==> config.mk <==
export PLATFORM = sky130hd
export DESIGN_NAME = warp_rr_pipe
export DESIGN_NICKNAME = d
export VERILOG_FILES = /design/src/rtl/wrp_pkg.sv /design/src/rtl/wrp_warp_ctx.sv /design/src/rtl/wrp_rr_pick.sv /design/src/rtl/wrp_ex_seq.sv /design/src/rtl/warp_rr_pipe.sv
export SDC_FILE = /design/constraint.sdc
export NUM_CORES = 1
export LEC_CHECK = 0
export BUFFER_PORTS_ARGS = -buffer_cell sky130_fd_sc_hd__buf_4
export CAP_MARGIN = 15
export CORE_ASPECT_RATIO = 2
export CORE_UTILIZATION = 60
export CTS_CLUSTER_SIZE = 20
export DETAILED_ROUTE_END_ITERATION = 8
export GPL_TIMING_DRIVEN = 0
export HOLD_SLACK_MARGIN = 0.08
export PLACE_DENSITY_LB_ADDON = 0.15
export SYNTH_ARGS = -nofsm -noshare
export SYNTH_HDL_FRONTEND = slang
export SYNTH_SLANG_ARGS = --single-unit
==> constraint.sdc <==
create_clock -name clk -period 2.9 [get_ports clk]
set_clock_uncertainty 0.05 [all_clocks]
set_input_delay 0 -clock clk [delete_from_list [all_inputs] [get_ports clk]]
set_output_delay 0 -clock clk [all_outputs]
set_load 0.005 [all_outputs]
==> src/rtl/wrp_pkg.sv <==
package wrp_pkg;
  typedef enum logic [1:0] {
    OP_ALU = 2'b00,
    OP_JMP = 2'b01,
    OP_RET = 2'b10,
    OP_ALT = 2'b11
  } op_e;

  function automatic int unsigned ceil_div(int unsigned a, int unsigned b);
    return (a + b - 1) / b;
  endfunction

  function automatic int unsigned width_of(int unsigned n);
    return (n <= 2) ? 1 : $clog2(n);
  endfunction

  function automatic int unsigned rr_wrap(int unsigned idx, int unsigned n);
    return idx % n;
  endfunction

  function automatic logic advances_pc(op_e op);
    return (op != OP_JMP) && (op != OP_RET);
  endfunction
endpackage

==> src/rtl/wrp_warp_ctx.sv <==
module wrp_warp_ctx
  import wrp_pkg::*;
#(
  parameter int PC_W = 3
) (
  input  logic            clk,
  input  logic            rst_n,
  input  logic            launch,
  input  logic            fetch_hit,
  input  op_e             fetch_op,
  input  logic            jmp_resolve,
  input  logic [PC_W-1:0] jmp_tgt,
  input  logic            ret_wb,
  output logic [PC_W-1:0] pc,
  output logic            eligible,
  output logic            retired
);
  logic active, jmp_pend, ret_seen;

  always_ff @(posedge clk) begin
    if (!rst_n) begin
      pc <= '0; active <= 1'b0; jmp_pend <= 1'b0; ret_seen <= 1'b0; retired <= 1'b0;
    end else if (launch) begin
      pc <= '0; active <= 1'b1; jmp_pend <= 1'b0; ret_seen <= 1'b0; retired <= 1'b0;
    end else begin
      if (fetch_hit) begin
        if (fetch_op == OP_JMP)      jmp_pend <= 1'b1;
        else if (fetch_op == OP_RET) ret_seen <= 1'b1;
        else                         pc <= pc + 1'b1;
      end
      if (jmp_resolve) begin
        pc       <= jmp_tgt;
        jmp_pend <= 1'b0;
      end
      if (ret_wb) retired <= 1'b1;
    end
  end

  assign eligible = active && !jmp_pend && !ret_seen;

  p_pc_step_r4: assert property (@(posedge clk) disable iff (!rst_n)
    (fetch_hit && !launch && advances_pc(fetch_op)) |=> pc == $past(pc) + 1'b1);
  p_no_fetch_after_ret_r7: assert property (@(posedge clk) disable iff (!rst_n)
    (ret_seen && !launch) |-> !fetch_hit);
  p_retire_needs_ret_r10: assert property (@(posedge clk) disable iff (!rst_n)
    ret_wb |-> ret_seen);
endmodule

==> src/rtl/wrp_rr_pick.sv <==
module wrp_rr_pick
  import wrp_pkg::*;
#(
  parameter int N = 2,
  parameter int W = 1
) (
  input  logic         clk,
  input  logic         rst_n,
  input  logic         launch,
  input  logic         en,
  input  logic [N-1:0] elig,
  output logic         valid,
  output logic [W-1:0] pick
);
  logic [W-1:0] ptr;
  logic         found;

  always_comb begin
    found = 1'b0;
    pick  = '0;
    for (int k = 0; k < N; k++) begin
      if (!found && elig[W'(rr_wrap(int'(ptr) + k, N))]) begin
        found = 1'b1;
        pick  = W'(rr_wrap(int'(ptr) + k, N));
      end
    end
  end

  assign valid = found && en;

  always_ff @(posedge clk) begin
    if (!rst_n || launch) ptr <= '0;
    else if (valid)       ptr <= W'(rr_wrap(int'(pick) + 1, N));
  end

  p_pick_eligible_r3: assert property (@(posedge clk) disable iff (!rst_n)
    valid |-> elig[pick]);
endmodule

==> src/rtl/wrp_ex_seq.sv <==
module wrp_ex_seq #(
  parameter int SLICES  = 1,
  parameter int SLICE_W = 1
) (
  input  logic               clk,
  input  logic               rst_n,
  input  logic               ex_valid,
  output logic [SLICE_W-1:0] slice,
  output logic               last
);
  generate
    if (SLICES == 1) begin : g_single
      assign slice = '0;
      assign last  = 1'b1;
    end else begin : g_multi
      logic [SLICE_W-1:0] cnt;
      always_ff @(posedge clk) begin
        if (!rst_n)                cnt <= '0;
        else if (ex_valid && !last) cnt <= cnt + 1'b1;
        else                       cnt <= '0;
      end
      assign slice = cnt;
      assign last  = (cnt == SLICE_W'(SLICES - 1));
    end
  endgenerate
endmodule

==> src/rtl/warp_rr_pipe.sv <==
module warp_rr_pipe
  import wrp_pkg::*;
#(
  parameter int NUM_WARPS    = 2,
  parameter int WARP_THREADS = 4,
  parameter int LANES        = 4,
  parameter int PROG_DEPTH   = 8,
  localparam int WID_W   = width_of(NUM_WARPS),
  localparam int PC_W    = width_of(PROG_DEPTH),
  localparam int SLICES  = ceil_div(WARP_THREADS, LANES),
  localparam int SLICE_W = width_of(SLICES),
  localparam int INSTR_W = 2 + PC_W
) (
  input  logic               clk,
  input  logic               rst_n,
  input  logic               start,
  input  logic               imem_we,
  input  logic [WID_W-1:0]   imem_warp,
  input  logic [PC_W-1:0]    imem_addr,
  input  logic [INSTR_W-1:0] imem_data,
  output logic               fetch_valid,
  output logic [WID_W-1:0]   fetch_warp,
  output logic [PC_W-1:0]    fetch_pc,
  output logic               issue_valid,
  output logic [WID_W-1:0]   issue_warp,
  output logic [PC_W-1:0]    issue_pc,
  output logic [1:0]         issue_op,
  output logic [SLICE_W-1:0] issue_slice,
  output logic               all_done
);
  localparam int MEM_N = 1 << (WID_W + PC_W);

  typedef struct packed {
    logic             v;
    logic [WID_W-1:0] w;
    logic [PC_W-1:0]  pc;
    op_e              op;
    logic [PC_W-1:0]  tgt;
  } front_t;

  typedef struct packed {
    logic             v;
    logic [WID_W-1:0] w;
    op_e              op;
  } tail_t;

  logic [INSTR_W-1:0] imem [MEM_N];
  front_t fe_r, de_r, ex_r, fe_in;
  tail_t  mem_r, wb_r;

  logic [PC_W-1:0]    pc_v [NUM_WARPS];
  logic [NUM_WARPS-1:0] elig, retired;
  logic launched, launch, stall, ex_last, pick_valid;
  logic [WID_W-1:0] pick;
  logic [INSTR_W-1:0] fword;

  always_ff @(posedge clk) begin
    if (imem_we) imem[{imem_warp, imem_addr}] <= imem_data;
  end

  assign all_done = launched && (&retired);
  assign launch   = start && (!launched || all_done);
  assign stall    = ex_r.v && !ex_last;

  always_ff @(posedge clk) begin
    if (!rst_n)      launched <= 1'b0;
    else if (launch) launched <= 1'b1;
  end

  generate
    for (genvar g = 0; g < NUM_WARPS; g++) begin : g_warp
      wrp_warp_ctx #(.PC_W(PC_W)) u_ctx (
        .clk        (clk),
        .rst_n      (rst_n),
        .launch     (launch),
        .fetch_hit  (fetch_valid && fetch_warp == WID_W'(g)),
        .fetch_op   (fe_in.op),
        .jmp_resolve(ex_r.v && ex_last && ex_r.op == OP_JMP && ex_r.w == WID_W'(g)),
        .jmp_tgt    (ex_r.tgt),
        .ret_wb     (wb_r.v && wb_r.op == OP_RET && wb_r.w == WID_W'(g)),
        .pc         (pc_v[g]),
        .eligible   (elig[g]),
        .retired    (retired[g])
      );
    end
  endgenerate

  wrp_rr_pick #(.N(NUM_WARPS), .W(WID_W)) u_pick (
    .clk   (clk),
    .rst_n (rst_n),
    .launch(launch),
    .en    (!stall),
    .elig  (elig),
    .valid (pick_valid),
    .pick  (pick)
  );

  wrp_ex_seq #(.SLICES(SLICES), .SLICE_W(SLICE_W)) u_seq (
    .clk     (clk),
    .rst_n   (rst_n),
    .ex_valid(ex_r.v),
    .slice   (issue_slice),
    .last    (ex_last)
  );

  assign fword = imem[{pick, pc_v[pick]}];

  always_comb begin
    fe_in.v   = pick_valid;
    fe_in.w   = pick;
    fe_in.pc  = pc_v[pick];
    fe_in.op  = op_e'(fword[INSTR_W-1 -: 2]);
    fe_in.tgt = fword[PC_W-1:0];
  end

  always_ff @(posedge clk) begin
    if (!rst_n) begin
      fe_r <= '0; de_r <= '0; ex_r <= '0; mem_r <= '0; wb_r <= '0;
    end else begin
      if (!stall) begin
        fe_r  <= fe_in;
        de_r  <= fe_r;
        ex_r  <= de_r;
        mem_r <= '{v: ex_r.v, w: ex_r.w, op: ex_r.op};
      end else begin
        mem_r <= '0;
      end
      wb_r <= mem_r;
    end
  end

  assign fetch_valid = pick_valid;
  assign fetch_warp  = pick;
  assign fetch_pc    = pc_v[pick];
  assign issue_valid = ex_r.v;
  assign issue_warp  = ex_r.w;
  assign issue_pc    = ex_r.pc;
  assign issue_op    = ex_r.op;

  p_stall_blocks_fetch_r9: assert property (@(posedge clk) disable iff (!rst_n)
    (issue_valid && !ex_last) |-> !fetch_valid);
  p_slice_walk_r9: assert property (@(posedge clk) disable iff (!rst_n)
    (issue_valid && !ex_last) |=> issue_valid && issue_warp == $past(issue_warp)
      && issue_slice == $past(issue_slice) + 1'b1);
  p_jmp_spacing_r6: assert property (@(posedge clk) disable iff (!rst_n)
    fetch_valid |-> !((fe_r.v && fe_r.w == fetch_warp && fe_r.op == OP_JMP) ||
                      (de_r.v && de_r.w == fetch_warp && de_r.op == OP_JMP) ||
                      (ex_r.v && ex_r.w == fetch_warp && ex_r.op == OP_JMP)));
  p_done_after_wb_r10: assert property (@(posedge clk) disable iff (!rst_n)
    $rose(all_done) |-> $past(wb_r.v && wb_r.op == OP_RET));
  p_idle_outputs_r1: assert property (@(posedge clk) disable iff (!rst_n)
    !launched |-> !fetch_valid && !issue_valid && !all_done);
endmodule

After elaboration in Yosys (flattened, before gate mapping):

Memories as Yosys holds them, arrays and structs flattened.
Index checks and enable logic that the tools add are counted.

* register bits after elaboration: 52
* bits in writable memories: 80
* input port bits: 13
* output and inout port bits: 14
* word-level logic and storage cells: 110
* memories kept: 1

* add/sub/neg operators: 4
* magnitude comparators: 3
* equal/unequal tests: 8
* mux-type cells: 21
* bitwise gates (word level): 6
* reduce and logical (&&, ||, !) cells: 36

Memory list
* imem: depth 16, width 5, rd ports 1, clocked after Yosys merged registers in 0, write ports 1, line warp_rr_pipe.sv:47 `logic [INSTR_W-1:0] imem [MEM_N];`

Operator list (number)
* $mux 3: 11
* $logic_and 1x1->1: 15
* $reduce_and 3->1: 4
* $mux 1: 10
* $ne 2x1->1 const B: 4
* $logic_not 1->1: 7
* $add 3x1->3 const B: 2
* $reduce_and 2->1: 3
* $reduce_or 3->1: 2
* $not 1->1: 5
* $eq 2x1->1 const B: 2
* $eq 2x2->1 const B: 2
* $lt 1x2->1 const B: 2
* $reduce_bool 2->1: 2
* $add 1x1->1 const B: 2
* $ge 2x2->1 const B: 1
* $logic_or 1x1->1: 2
* $not 1->2: 1
* $reduce_or 2->1: 1

Depth between registers and ports, before layout:

Gate-level depths: netlist (run 1).
An unclocked memory read counts as a cell.

* depth after elaboration: 19
* gate-level depth with buffers: 10
* mapped depth without buffers: 9

By module:

From an unflattened synthesis (run 1), not the netlist that was laid out.

* cells, all modules: 496
* area, all modules: 5755.5 um^2

By module, submodules not included
* warp_rr_pipe: times used 1, cells each 413, area an instance 5046.1 um^2, sequential area each 3183.1 um^2
* wrp_warp_ctx: times used 2, cells each 36, area an instance 312.8 um^2, sequential area each 140.1 um^2
* wrp_rr_pick: times used 1, cells each 7, area an instance 61.3 um^2, sequential area each 20.0 um^2
* wrp_ex_seq: times used 1, cells each 4, area an instance 22.5 um^2, sequential area each 0.0 um^2

Least setup slack after synthesis (run 1):

OpenSTA, ideal clock, no wires.

* path type: reg-to-reg
* start point: register g_warp[0].u_ctx.ret_seen
* end point: register g_warp[1].u_ctx.pc[1]
* library setup time: 112 ps
* arrival time: 2387 ps
* required time: 2738 ps
* setup slack: 351 ps
* stages on the path, launching flop included: 9
* path buffers: 0
* clock period less this slack: 2549 ps
* cells stage by stage: dfxtp_1 or3_4 nand2_4 mux2i_4 a41oi_2 a31oi_4 mux2i_2 nor3_1 a2111oi_1

* cells in the longest elaborated chain, start to end: 16
* elaborated cells between the ends (all ways): 24
* classes of those cells: eq/ne (4); mux (11); bitwise (1); reduce/logical (7); memory (1)

RTL lines
* from (decl): line wrp_warp_ctx.sv:18 `logic active, jmp_pend, ret_seen;`
* from (signal assigned): line wrp_warp_ctx.sv:22 `pc <= '0; active <= 1'b0; jmp_pend <= 1'b0; ret_seen <= 1'b0; retired <= 1'b0;`
* from (signal assigned): line wrp_warp_ctx.sv:24 `pc <= '0; active <= 1'b1; jmp_pend <= 1'b0; ret_seen <= 1'b0; retired <= 1'b0;`
* from (signal assigned): line wrp_warp_ctx.sv:28 `else if (fetch_op == OP_RET) ret_seen <= 1'b1;`
* $logic_not 1->1 (*): line wrp_warp_ctx.sv:39 `assign eligible = active && !jmp_pend && !ret_seen;`
* $logic_and 1x1->1 (*): line wrp_warp_ctx.sv:39
* $mux 1 (not written as such) (2 in a row): line wrp_rr_pick.sv:22 `if (!found && elig[W'(rr_wrap(int'(ptr) + k, N))]) begin`
* $mux 1: line wrp_rr_pick.sv:22
* $logic_not 1->1: line wrp_rr_pick.sv:22
* $logic_and 1x1->1: line wrp_rr_pick.sv:22
* $mux 1: line wrp_rr_pick.sv:22
* $not 1->2 (not written as such): line warp_rr_pipe.sv:106 `assign fword = imem[{pick, pc_v[pick]}];`
* $mux 3 (not written as such) (3 in a row): line warp_rr_pipe.sv:106
* $mem_v2 16x5
* $eq 2x1->1 or $eq 2x2->1 (tied branches): line wrp_warp_ctx.sv:27, wrp_warp_ctx.sv:28
* $ne 2x1->1 (no source line)
* $reduce_and 3->1 (no source line) (*)
* to (signal assigned): line wrp_warp_ctx.sv:29 `else pc <= pc + 1'b1;`
* to (signal assigned): line wrp_warp_ctx.sv:32 `pc <= jmp_tgt;`
* to (decl): line wrp_warp_ctx.sv:14 `output logic [PC_W-1:0] pc,`

Every way passes the cells marked *; elsewhere a longest branch is shown, timed or not. The select of a mux whose other input is x is not followed.
A chain may end at the register's enable or synchronous reset.

Final worst setup path (run 1):

* start point: register g_warp[0].u_ctx.active
* end point: register g_warp[1].u_ctx.pc[0]

* cells in the longest elaborated chain, start to end: 16
* elaborated cells between the ends (all ways): 31
* classes of those cells: eq/ne (4); mux (11); bitwise (1); reduce/logical (14); memory (1)

RTL lines (line)
* from (decl): wrp_warp_ctx.sv:18
* from (signal assigned): wrp_warp_ctx.sv:22
* from (signal assigned): wrp_warp_ctx.sv:24
* $logic_and 1x1->1 (2 in a row): wrp_warp_ctx.sv:39
* $mux 1 (not written as such) (2 in a row): wrp_rr_pick.sv:22
* $mux 1: wrp_rr_pick.sv:22
* $logic_not 1->1: wrp_rr_pick.sv:22
* $logic_and 1x1->1: wrp_rr_pick.sv:22
* $mux 1: wrp_rr_pick.sv:22
* $not 1->2 (not written as such): warp_rr_pipe.sv:106
* $mux 3 (not written as such) (3 in a row): warp_rr_pipe.sv:106
* $mem_v2 16x5
* $eq 2x1->1 or $eq 2x2->1 (tied branches): wrp_warp_ctx.sv:27, wrp_warp_ctx.sv:28
* $ne 2x1->1 (no source line)
* $reduce_and 3->1 (no source line)

Several ways; a longest one is shown, not always the timed one. The select of a mux whose other input is x is not followed.

==> results of run 1 <==
[power by group through the flow]
stage / registers [mW] / logic, mW / clock network, mW
6_report: 2.06 / 0.330 / 2.08
2_1_floorplan: 2.09 / 0.200 / 0
3_3_place_gp: 2.10 / 0.283 / 0
5_1_grt: 2.07 / 0.357 / 2.18
4_1_cts: 2.06 / 0.309 / 2.11
3_5_place_dp: 2.10 / 0.292 / 0
[cell usage after synthesis, types with 3 or more instances]
cell / instances
a21oi_1: 7
nand2b_1: 3
buf_2: 5
nor3_1: 11
dfxtp_1: 52
mux4_2: 6
o211ai_1: 5
nand3b_1: 6
mux4_1: 3
buf_4: 11
and2_1: 32
nand2_1: 18
nor2b_1: 4
edfxtp_1: 80
nand3_1: 8
mux2i_1: 27
inv_1: 7
nor2_1: 33
clkbuf_1: 5
and3_1: 5
[worst max path at each step]
| stage | slack, ns | to |
|---|---|---|
| after global placement | -0.05 | g_warp[1].u_ctx.pc[1] |
| final | 0.09 | g_warp[1].u_ctx.pc[0] |
| after floorplan | 0.35 | g_warp[1].u_ctx.pc[1] |
| after detailed placement | -0.12 | g_warp[0].u_ctx.pc[1] |
| after global routing | -0.02 | g_warp[1].u_ctx.pc[0] |
| after CTS | 0.03 | g_warp[0].u_ctx.pc[1] |
[per-stage QoR]
| step | power (mW) | setup WS (ns) | util, % | cell area, um2 |
|---|---|---|---|---|
| 2_1_floorplan | 2.29 | 0.351 | - | 5180 |
| 6_report | 4.47 | 0.0914 | 75.0 | 6260 |
| 4_1_cts | 4.48 | 0.0344 | 74.2 | 6190 |
| 3_3_place_gp | 2.38 | -0.0529 | 65.7 | 5490 |
| 5_1_grt | 4.61 | -0.0200 | 75.0 | 6260 |
| 3_5_place_dp | 2.39 | -0.118 | 65.7 | 5490 |
[flip-flops by register name, summed over array words and instances, names as in the netlist, 3 cells and up]
signal	flops
wb_r	4
ex_r	3
mem_r	4
fe_r	10
imem	80
issue_pc	3
de_r	10
g_warp.u_ctx.pc	6
[timing repair]
action,in CTS,in global routing
setup endpoints to repair,4,4
hold buffers,10,0
buffers inserted,2,4
gates resized for setup,0,6
endpoints found under the hold margin,111,0
pin swaps,0,1
[tightest hold or removal path, delay by kind of cell]
kind / cells / cell delay [ns]
and+or+nand+nor: 2 / 0.27
buffers and inverters: 1 / 0.09
[logic make-up (layout without fill, tap and decap cells)]
group                      Yosys count  after routing  synth area share, %
DFF                                132            132                 66.5
other                                1              1               0.0724
and+or+nand+nor                    127            127                 13.1
AOI/OAI and AO/OA                   33             33                 5.27
adders and majority gates            2              2                0.483
xor gates and xnor gates             2              2                0.338
muxes                               41             41                 10.7
buffers and inverters               32            105                 3.53
[cell type report]
type	count	area [um2]	share of cell area, %
Timing Repair Buffer	41	345	5.51
Clock inverter	10	90.1	1.44
Buffer	24	155	2.48
Sequential cell	132	3440	55.0
Inverter	8	30.0	0.480
Tap cell	98	123	1.96
Multi-Input combinational cell	206	1580	25.2
Clock buffer	22	498	7.95
[per-layer routing]
layer	share of wire (%)	routed length [um]	GRT usage, %
met2	58	5950	46.3
met5	0	0	0
met1	33	3460	23.9
met4	5.5	571	17.5
met3	3.3	338	7.45
==> flow_summary_export.csv, run 1 <==
group,metric,value,unit
yosys,ys_warn_count,0,
clock_tree,cts-root-buf,"clkbuf_16",
yosys,ys_seq_area_share,66.5,%
grt,first_global_vias,3269,
timing,hold_viol,0,
power,p_int,3.51,mW
floorplan,design.die.area,9030,um2
yosys,synth_edf_count,80,
worst_setup_path,worstPathCellList,"nor3b_4, nand2_4, mux2i_4, buf_4, a221o_1, a31oi_4, mux2i_4, buf_12, xor2_1, a211oi_2",
drt,drt_first_iter_violations,148,
floorplan,die_h,133,um
run_status,status,"finished clean",
power,combPwrFrac,7.4,%
clock_tree,cts_tree,"built",
finish,stdcell_count,541,
timing,setup_viol,0,
worst_setup_path,critPathArrivalTime,3.04,ns
run,drv_cap,0,
worst_setup_path,cp-startpoint,"g_warp[0].u_ctx.active",
timing,finalCritPeriodShare,96.8,%
yosys,syn_area_per_cell,14.0,um2
power,powerDensity,714,nW/um2
hold_path,whs_path_depth,3,
power,power_frac_clock,46.5,%
power,peakVddDrop,583,uV
finish,final_common_cell,"edfxtp_1",
finish,num_antenna_cells,0,
timing,fin_setup_tns,0,ns
worst_setup_path,critical_path_depth,10,
yosys,ys_types,50,
worst_setup_path,end_kind,"register",
yosys,synthTopCellsByArea,"edfxtp_1 46%, dfxtp_1 20%, mux2i_1 5.2%",
yosys,synth_seq_cells,132,
power,power_frac_seq,46.1,%
yosys,synthesis.area,5180,um2
floorplan,start_util,62.0,%
clock_tree,clk_pin_slew,0.06,ns
floorplan,die_w,67.7,um
worst_setup_path,crit_type,"register to register",
timing,min_period,2.81,ns
floorplan,boundaryPins,27,
yosys,syn_inst,370,
worst_setup_path,r2r_cells,10,
worst_setup_path,critPathLaunchType,"register",
drt,route.detailed.drc,0,
placed_design,numPortBuffers,25,
grt,grt_pass1_wl,15.9,mm
clock_tree,clock-sinks,132,
clock_tree,numCtsBuffers,17,
placed_design,gp_congestion,0.843,
power,p_sw,965,uW
clock_tree,clk_latency,0.41,ns
drt,wl_per_cell,19.1,um
worst_setup_path,r2r_end,"g_warp[1].u_ctx.pc[0]",
clock_tree,htree_levels,4,
grt,grt_max_degree,17,
drt,ant_nets,0,
grt,grt-ovfl-total,0,
timing,drv_slew,0,
floorplan,placementRows,47,
timing,relSlewSlack,34.6,%
timing,fmax,0.356,GHz
clock_tree,cts_buffer_depth,2,
hold_path,hp-start,"imem_addr[2]",
timing,tightest_slew,0.973,ns
yosys,post-synth-top-area-fraction,46.4,%
drt,routed_wl,10.3,mm
worst_setup_path,crit_path_max_incr_delay,0.37,ns
placed_design,dpl.hpwl,6.95,mm
yosys,synth_fp_nets,385,
power,leakage,2.29,nW
finish,drive_gt1_share,23.7,%
floorplan,coreArea,8350,um2
worst_setup_path,crit_fanout,7,
worst_setup_path,cp_common_cell,"mux2i_4",
finish,layout_common_cells,"80 x edfxtp_1, 51 x dfxtp_1, 42 x buf_4",
drt,first_pass_iters,6,
worst_setup_path,r2r_start,"g_warp[0].u_ctx.active",
worst_setup_path,r2r_setup_slack,0.09,ns
yosys,netlist.top_cell.by_area,"edfxtp_1",
hold_path,worstHoldPathType,"primary input to register",
placed_design,place_inst,493,
finish,final_nets,445,
grt,grt_usage,26.1,%
hold_path,min_to,"imem[2][3]",
timing,hold_ws,0.0944,ns
drt,via_count,3115,
finish,nFillCells,556,
worst_setup_path,cp_top_family,"compound AO/OA/AOI/OAI gates",
finish,syn_to_final_growth,20.9,%
yosys,synth_flop_cell,"edfxtp_1",
worst_setup_path,cp_slowest_cell,"dfxtp_2",
drt,viasPerCell,5.76,
worst_setup_path,critPathRequiredTime,3.13,ns
power,switching_share,21.6,%
yosys,async_reset_ff_share,0,%
grt,antenna_found_initial,0,
worst_setup_path,path_buf_inv,2,
Power figures use the tool's default switching activity.
==> inputs of run 2 (changes only) <==
Clock period 2.9 ns to 2.7 ns, I/O delays scaled along.
==> flow_summary_export.csv, run 2 (same netlist as run 1, synthesis figures left out) <==
group,metric,value,unit
run_status,status,"finished clean",
worst_setup_path,cp-startpoint,"g_warp[1].u_ctx.pc[0]",
timing,min_period,2.66,ns
floorplan,placementRows,47,
clock_tree,clk_latency,0.41,ns
worst_setup_path,r2r_setup_slack,0.04,ns
grt,grt_pass1_wl,16.1,mm
timing,fin_ws,0.0436,ns
clock_tree,cts_tree,"built",
power,power_frac_clock,46.3,%
timing,relSlewSlack,36.7,%
worst_setup_path,crit_path_max_incr_delay,0.52,ns
timing,tightest_slew,0.942,ns
placed_design,numPortBuffers,25,
timing,setup_viol,0,
worst_setup_path,cp_slowest_cell,"mux4_2",
grt,first_global_vias,3286,
timing,rsz0062_at_grt,"yes",
drt,ant_nets,0,
clock_tree,numCtsBuffers,17,
grt,grt_max_degree,17,
worst_setup_path,critPathRequiredTime,2.92,ns
clock_tree,clk_pin_slew,0.06,ns
clock_tree,htree_levels,4,
grt,antenna_found_initial,0,
finish,utilization,76.8,%
worst_setup_path,crit_fanout,5,
finish,final_nets,457,
power,peakVddDrop,625,uV
power,p_sw,1.06,mW
power,p_int,3.79,mW
worst_setup_path,worstPathCellList,"buf_6, mux4_2, mux2i_1, and2_4, nor2_2, a31oi_4, mux2i_4, buf_4, xor2_2, a211oi_2",
worst_setup_path,r2r_start,"g_warp[1].u_ctx.pc[0]",
finish,finalInstanceArea,6410,um2
worst_setup_path,critPathLaunchType,"register",
clock_tree,cts_buffer_depth,2,
drt,route.detailed.drc,0,
finish,num_antenna_cells,0,
finish,top_register,"imem",
timing,fmax,0.376,GHz
timing,hold_viol,0,
grt,grt_usage,26.4,%
finish,drive_gt1_share,27.9,%
drt,drt_first_iter_violations,155,
finish,syn_to_final_growth,23.8,%
placed_design,dpl.hpwl,6.95,mm
drt,routed_wl,10.7,mm
placed_design,place_inst,493,
power,switching_share,21.8,%
worst_setup_path,crit_type,"register to register",
drt,via_count,3155,
drt,wl_per_cell,19.3,um
drt,first_pass_iters,4,
drt,viasPerCell,5.71,
clock_tree,clock-sinks,132,
floorplan,coreArea,8350,um2
worst_setup_path,crit_end,"g_warp[1].u_ctx.pc[0]",
power,power_frac_seq,45.7,%
clock_tree,cts-root-buf,"clkbuf_16",
power,leakage,2.35,nW
finish,stdcell_count,553,
timing,drv_slew,0,
run,drv_cap,0,
worst_setup_path,r2r_cells,10,
floorplan,die_h,133,um
floorplan,die_w,67.7,um
worst_setup_path,end_kind,"register",
worst_setup_path,critPathArrivalTime,2.88,ns
floorplan,start_util,62.0,%
grt,grt-ovfl-total,0,
finish,largest_registers,"imem (80), de_r (10), fe_r (10)",
floorplan,boundaryPins,27,
power,combPwrFrac,8.0,%
placed_design,dpl_cell_area,5490,um2
power,powerDensity,756,nW/um2
power,fin_total_pwr,4.85,mW
timing,finalCritPeriodShare,98.4,%
worst_setup_path,r2r_end,"g_warp[1].u_ctx.pc[0]",
floorplan,design.die.area,9030,um2
finish,layout_common_cells,"80 x edfxtp_1, 52 x buf_4, 49 x dfxtp_1",
placed_design,gp_congestion,0.843,
finish,final_common_cell,"edfxtp_1",
hold_path,worstHoldPathType,"primary input to register",
finish,largest_reg_flops,80,
placed_design,place_ws,-0.318,ns
[run 2: worst min path at each step]
stage	start	end	slack, ns	depth (start not counted)
6_report	imem_warp	imem[2][3]	0.1	3
5_1_grt	imem_warp	imem[3][1]	0.11	3
4_1_cts	imem_warp	imem[2][1]	0.08	3
3_5_place_dp	start	g_warp[0].u_ctx.active	0.16	2
3_3_place_gp	start	g_warp[0].u_ctx.active	0.16	2
2_1_floorplan	imem_data[0]	imem[0][0]	0.05	0
[run 2: critical path, delay by kind of cell, from the launching register on]
kind	cells	cell delay, ns
multiplexers	3	1.09
AO/OA/AOI/OAI	2	0.38
flip-flops	1	0.34
buffers and inverters	2	0.28
AND/OR/NAND/NOR	2	0.25
XOR/XNOR	1	0.15
[run 2: what timing repair did]
action,4_1_cts,5_1_grt
endpoints found under the setup margin,6,6
gates resized for setup,6,18
pin swaps,4,10
endpoints found under the hold margin,111,0
setup buffers,7,11
hold buffers,10,0
[run 2: power by group through the flow]
stage	combinational (mW)	sequential (mW)	clock, mW
after floorplan	0.215	2.25	0
after global placement	0.304	2.25	0
after detailed placement	0.314	2.26	0
after CTS	0.358	2.22	2.26
after global routing	0.418	2.22	2.35
final	0.387	2.22	2.24
[run 2: cell type report]
class / count / area [um2]
Tap cell: 98 / 123
Multi-Input combinational cell: 206 / 1620
Timing Repair Buffer: 53 / 430
Sequential cell: 132 / 3450
Clock inverter: 10 / 90.1
Fill cell: 523 / 1940
Buffer: 24 / 166
Clock buffer: 22 / 498
Inverter: 8 / 30.0
[run 2: routing by layer]
layer,vias up,share of wire (%),GRT usage [%],routed length (um)
li1,1483,-,-,-
met3,39,3.3,7.45,354
met5,-,0,0,0
met4,0,5.2,16.3,552
met2,89,58,47.4,6230
met1,1544,33,24.3,3540
[run 2: metrics by stage]
step | setup TNS [ns] | hold WS [ns]
finish | 0 | 0.0956
detailed placement | -1.21 | 0.165
floorplan | 0 | 0.0489
global route | -0.468 | 0.108
global placement | -0.766 | 0.155
CTS | 0 | 0.0848
==> inputs of run 3 (changes only) <==
Settings changed: PLACE_DENSITY_LB_ADDON 0.15 to 0.1.
==> flow_summary_export.csv, run 3 (same netlist as run 1, synthesis figures left out) <==
group,metric,value,unit
grt,grt.met3_usage,5.74,%
clock_tree,clk_pin_slew,0.06,ns
worst_setup_path,crit_type,"register to register",
timing,finalCritPeriodShare,98.5,%
floorplan,design.die.area,9030,um2
drt,ant_nets,0,
worst_setup_path,end_kind,"register",
grt,grt-ovfl-total,0,
timing,tightest_slew,1.03,ns
timing,setup_viol,0,
power,leakage,2.31,nW
drt,routed_wl,10.4,mm
timing,hold_ws,0.136,ns
clock_tree,cts_tree,"built",
finish,largest_registers,"imem (80), de_r (10), fe_r (10)",
worst_setup_path,cp-startpoint,"g_warp[0].u_ctx.pc[2]",
worst_setup_path,critPathLaunchType,"register",
hold_path,hp-start,"imem_warp",
grt,use_met1,23.5,%
clock_tree,htree_levels,4,
run,drv_cap,0,
clock_tree,cts_buffer_depth,2,
floorplan,start_util,62.0,%
drt,drt_first_iter_violations,230,
finish,finalInstanceArea,6330,um2
floorplan,die_h,133,um
worst_setup_path,r2r_start,"g_warp[0].u_ctx.pc[2]",
finish,final_common_cell,"edfxtp_1",
grt,antenna_found_initial,0,
worst_setup_path,crit_fanout,10,
power,fin_total_pwr,4.71,mW
clock_tree,clock-sinks,132,
finish,largest_reg_flops,80,
grt,grt_pass1_wl,15.3,mm
finish,num_antenna_cells,0,
hold_path,worstHoldPathType,"primary input to register",
power,powerDensity,743,nW/um2
drt,route.detailed.drc,0,
timing,fmax,0.376,GHz
worst_setup_path,critPathRequiredTime,2.95,ns
floorplan,boundaryPins,27,
timing,fin_setup_tns,0,ns
drt,wl_per_cell,18.9,um
power,peakVddDrop,634,uV
drt,viasPerCell,5.66,
clock_tree,cts-root-buf,"clkbuf_16",
timing,drv_slew,0,
clock_tree,numCtsBuffers,17,
grt,grt_busiest_layer,"met2",
drt,via_count,3111,
placed_design,dpl.hpwl,6.91,mm
finish,drive_gt1_share,26.3,%
finish,layout_common_cells,"80 x edfxtp_1, 50 x buf_4, 49 x dfxtp_1",
worst_setup_path,critPathArrivalTime,2.91,ns
finish,nFillCells,541,
timing,hold_viol,0,
finish,final_nets,454,
placed_design,gp_congestion,0.822,
floorplan,die_w,67.7,um
placed_design,numPortBuffers,25,
placed_design,dpl_cell_area,5490,um2
run_status,status,"finished clean",
floorplan,placementRows,47,
drt,first_pass_iters,4,
grt,first_global_vias,3025,
grt,grtUsageMet2,46.6,%
timing,relSlewSlack,30.5,%
grt,grt_max_degree,17,
grt,grt_usage,25.0,%
timing,min_period,2.66,ns
clock_tree,clk_latency,0.41,ns
finish,syn_to_final_growth,22.2,%
floorplan,coreArea,8350,um2
finish,top_register,"imem",
run 3: cell count changes in the layout (fill, tap and decap cells not counted), sizes merged:
cell | before | now
buf | 59 | 58
clkinvlp | 1 | 2
clkbuf | 30 | 28
bufinv | 1 | 0
run 3: report_power, final:
part           switching (mW)  leakage [nW]  internal (mW)
Sequential             0.0210          1.15           2.19
Combinational           0.197         0.888          0.185
Clock                   0.826         0.276           1.28
run 3: worst max-delay path: stages (launching register included):
cell	delay, ns
dfxtp_1	0.31
clkbuf_4	0.21
mux4_2	0.51
o211ai_1	0.43
a211oi_4	0.16
nor2_2	0.18
mux2i_4	0.11
buf_4	0.15
buf_4	0.13
a2111oi_1	0.30
run 3: metal layers:
metal | part of all wire [%] | up-vias
met5 | 0 | -
met4 | 2.7 | 0
met3 | 3.0 | 16
met2 | 60 | 66
met1 | 35 | 1551
li1 | - | 1478
run 3: final timing paths:
check	end	slack, ns	cells past startpoint
setup / recovery	g_warp[0].u_ctx.pc[1]	0.04	9
hold / removal	imem[1][0]	0.14	3
setup reg to reg	g_warp[0].u_ctx.pc[1]	0.04	9
hold reg to reg	de_r[6]	0.38	1
run 3: timing repair:
item,CTS,global route
endpoints found under the hold margin,104,0
resized for setup,7,9
pin swaps,2,6
buffers inserted,6,9
endpoints found under the setup margin,6,6
hold buffers,10,0
run 3: metrics by stage:
stage,setup slack [ns],instances,utilization [%]
3_3_place_gp,-0.243,493,65.7
3_5_place_dp,-0.279,493,65.7
4_1_cts,0.00402,541,74.6
5_1_grt,-0.0288,550,75.8
2_1_floorplan,0.151,370,-
6_report,0.0393,550,75.8
run 3: area by class of cell:
class,instances,area [um2],area share (%)
flip-flops and latches,132,3450,54.5
inverters,8,30.0,0.474
well taps,98,123,1.94
multi-input cells,206,1600,25.3
clock inverters,10,70.1,1.11
repair buffers,50,404,6.39
clock buffers,22,487,7.69
plain buffers,24,161,2.55
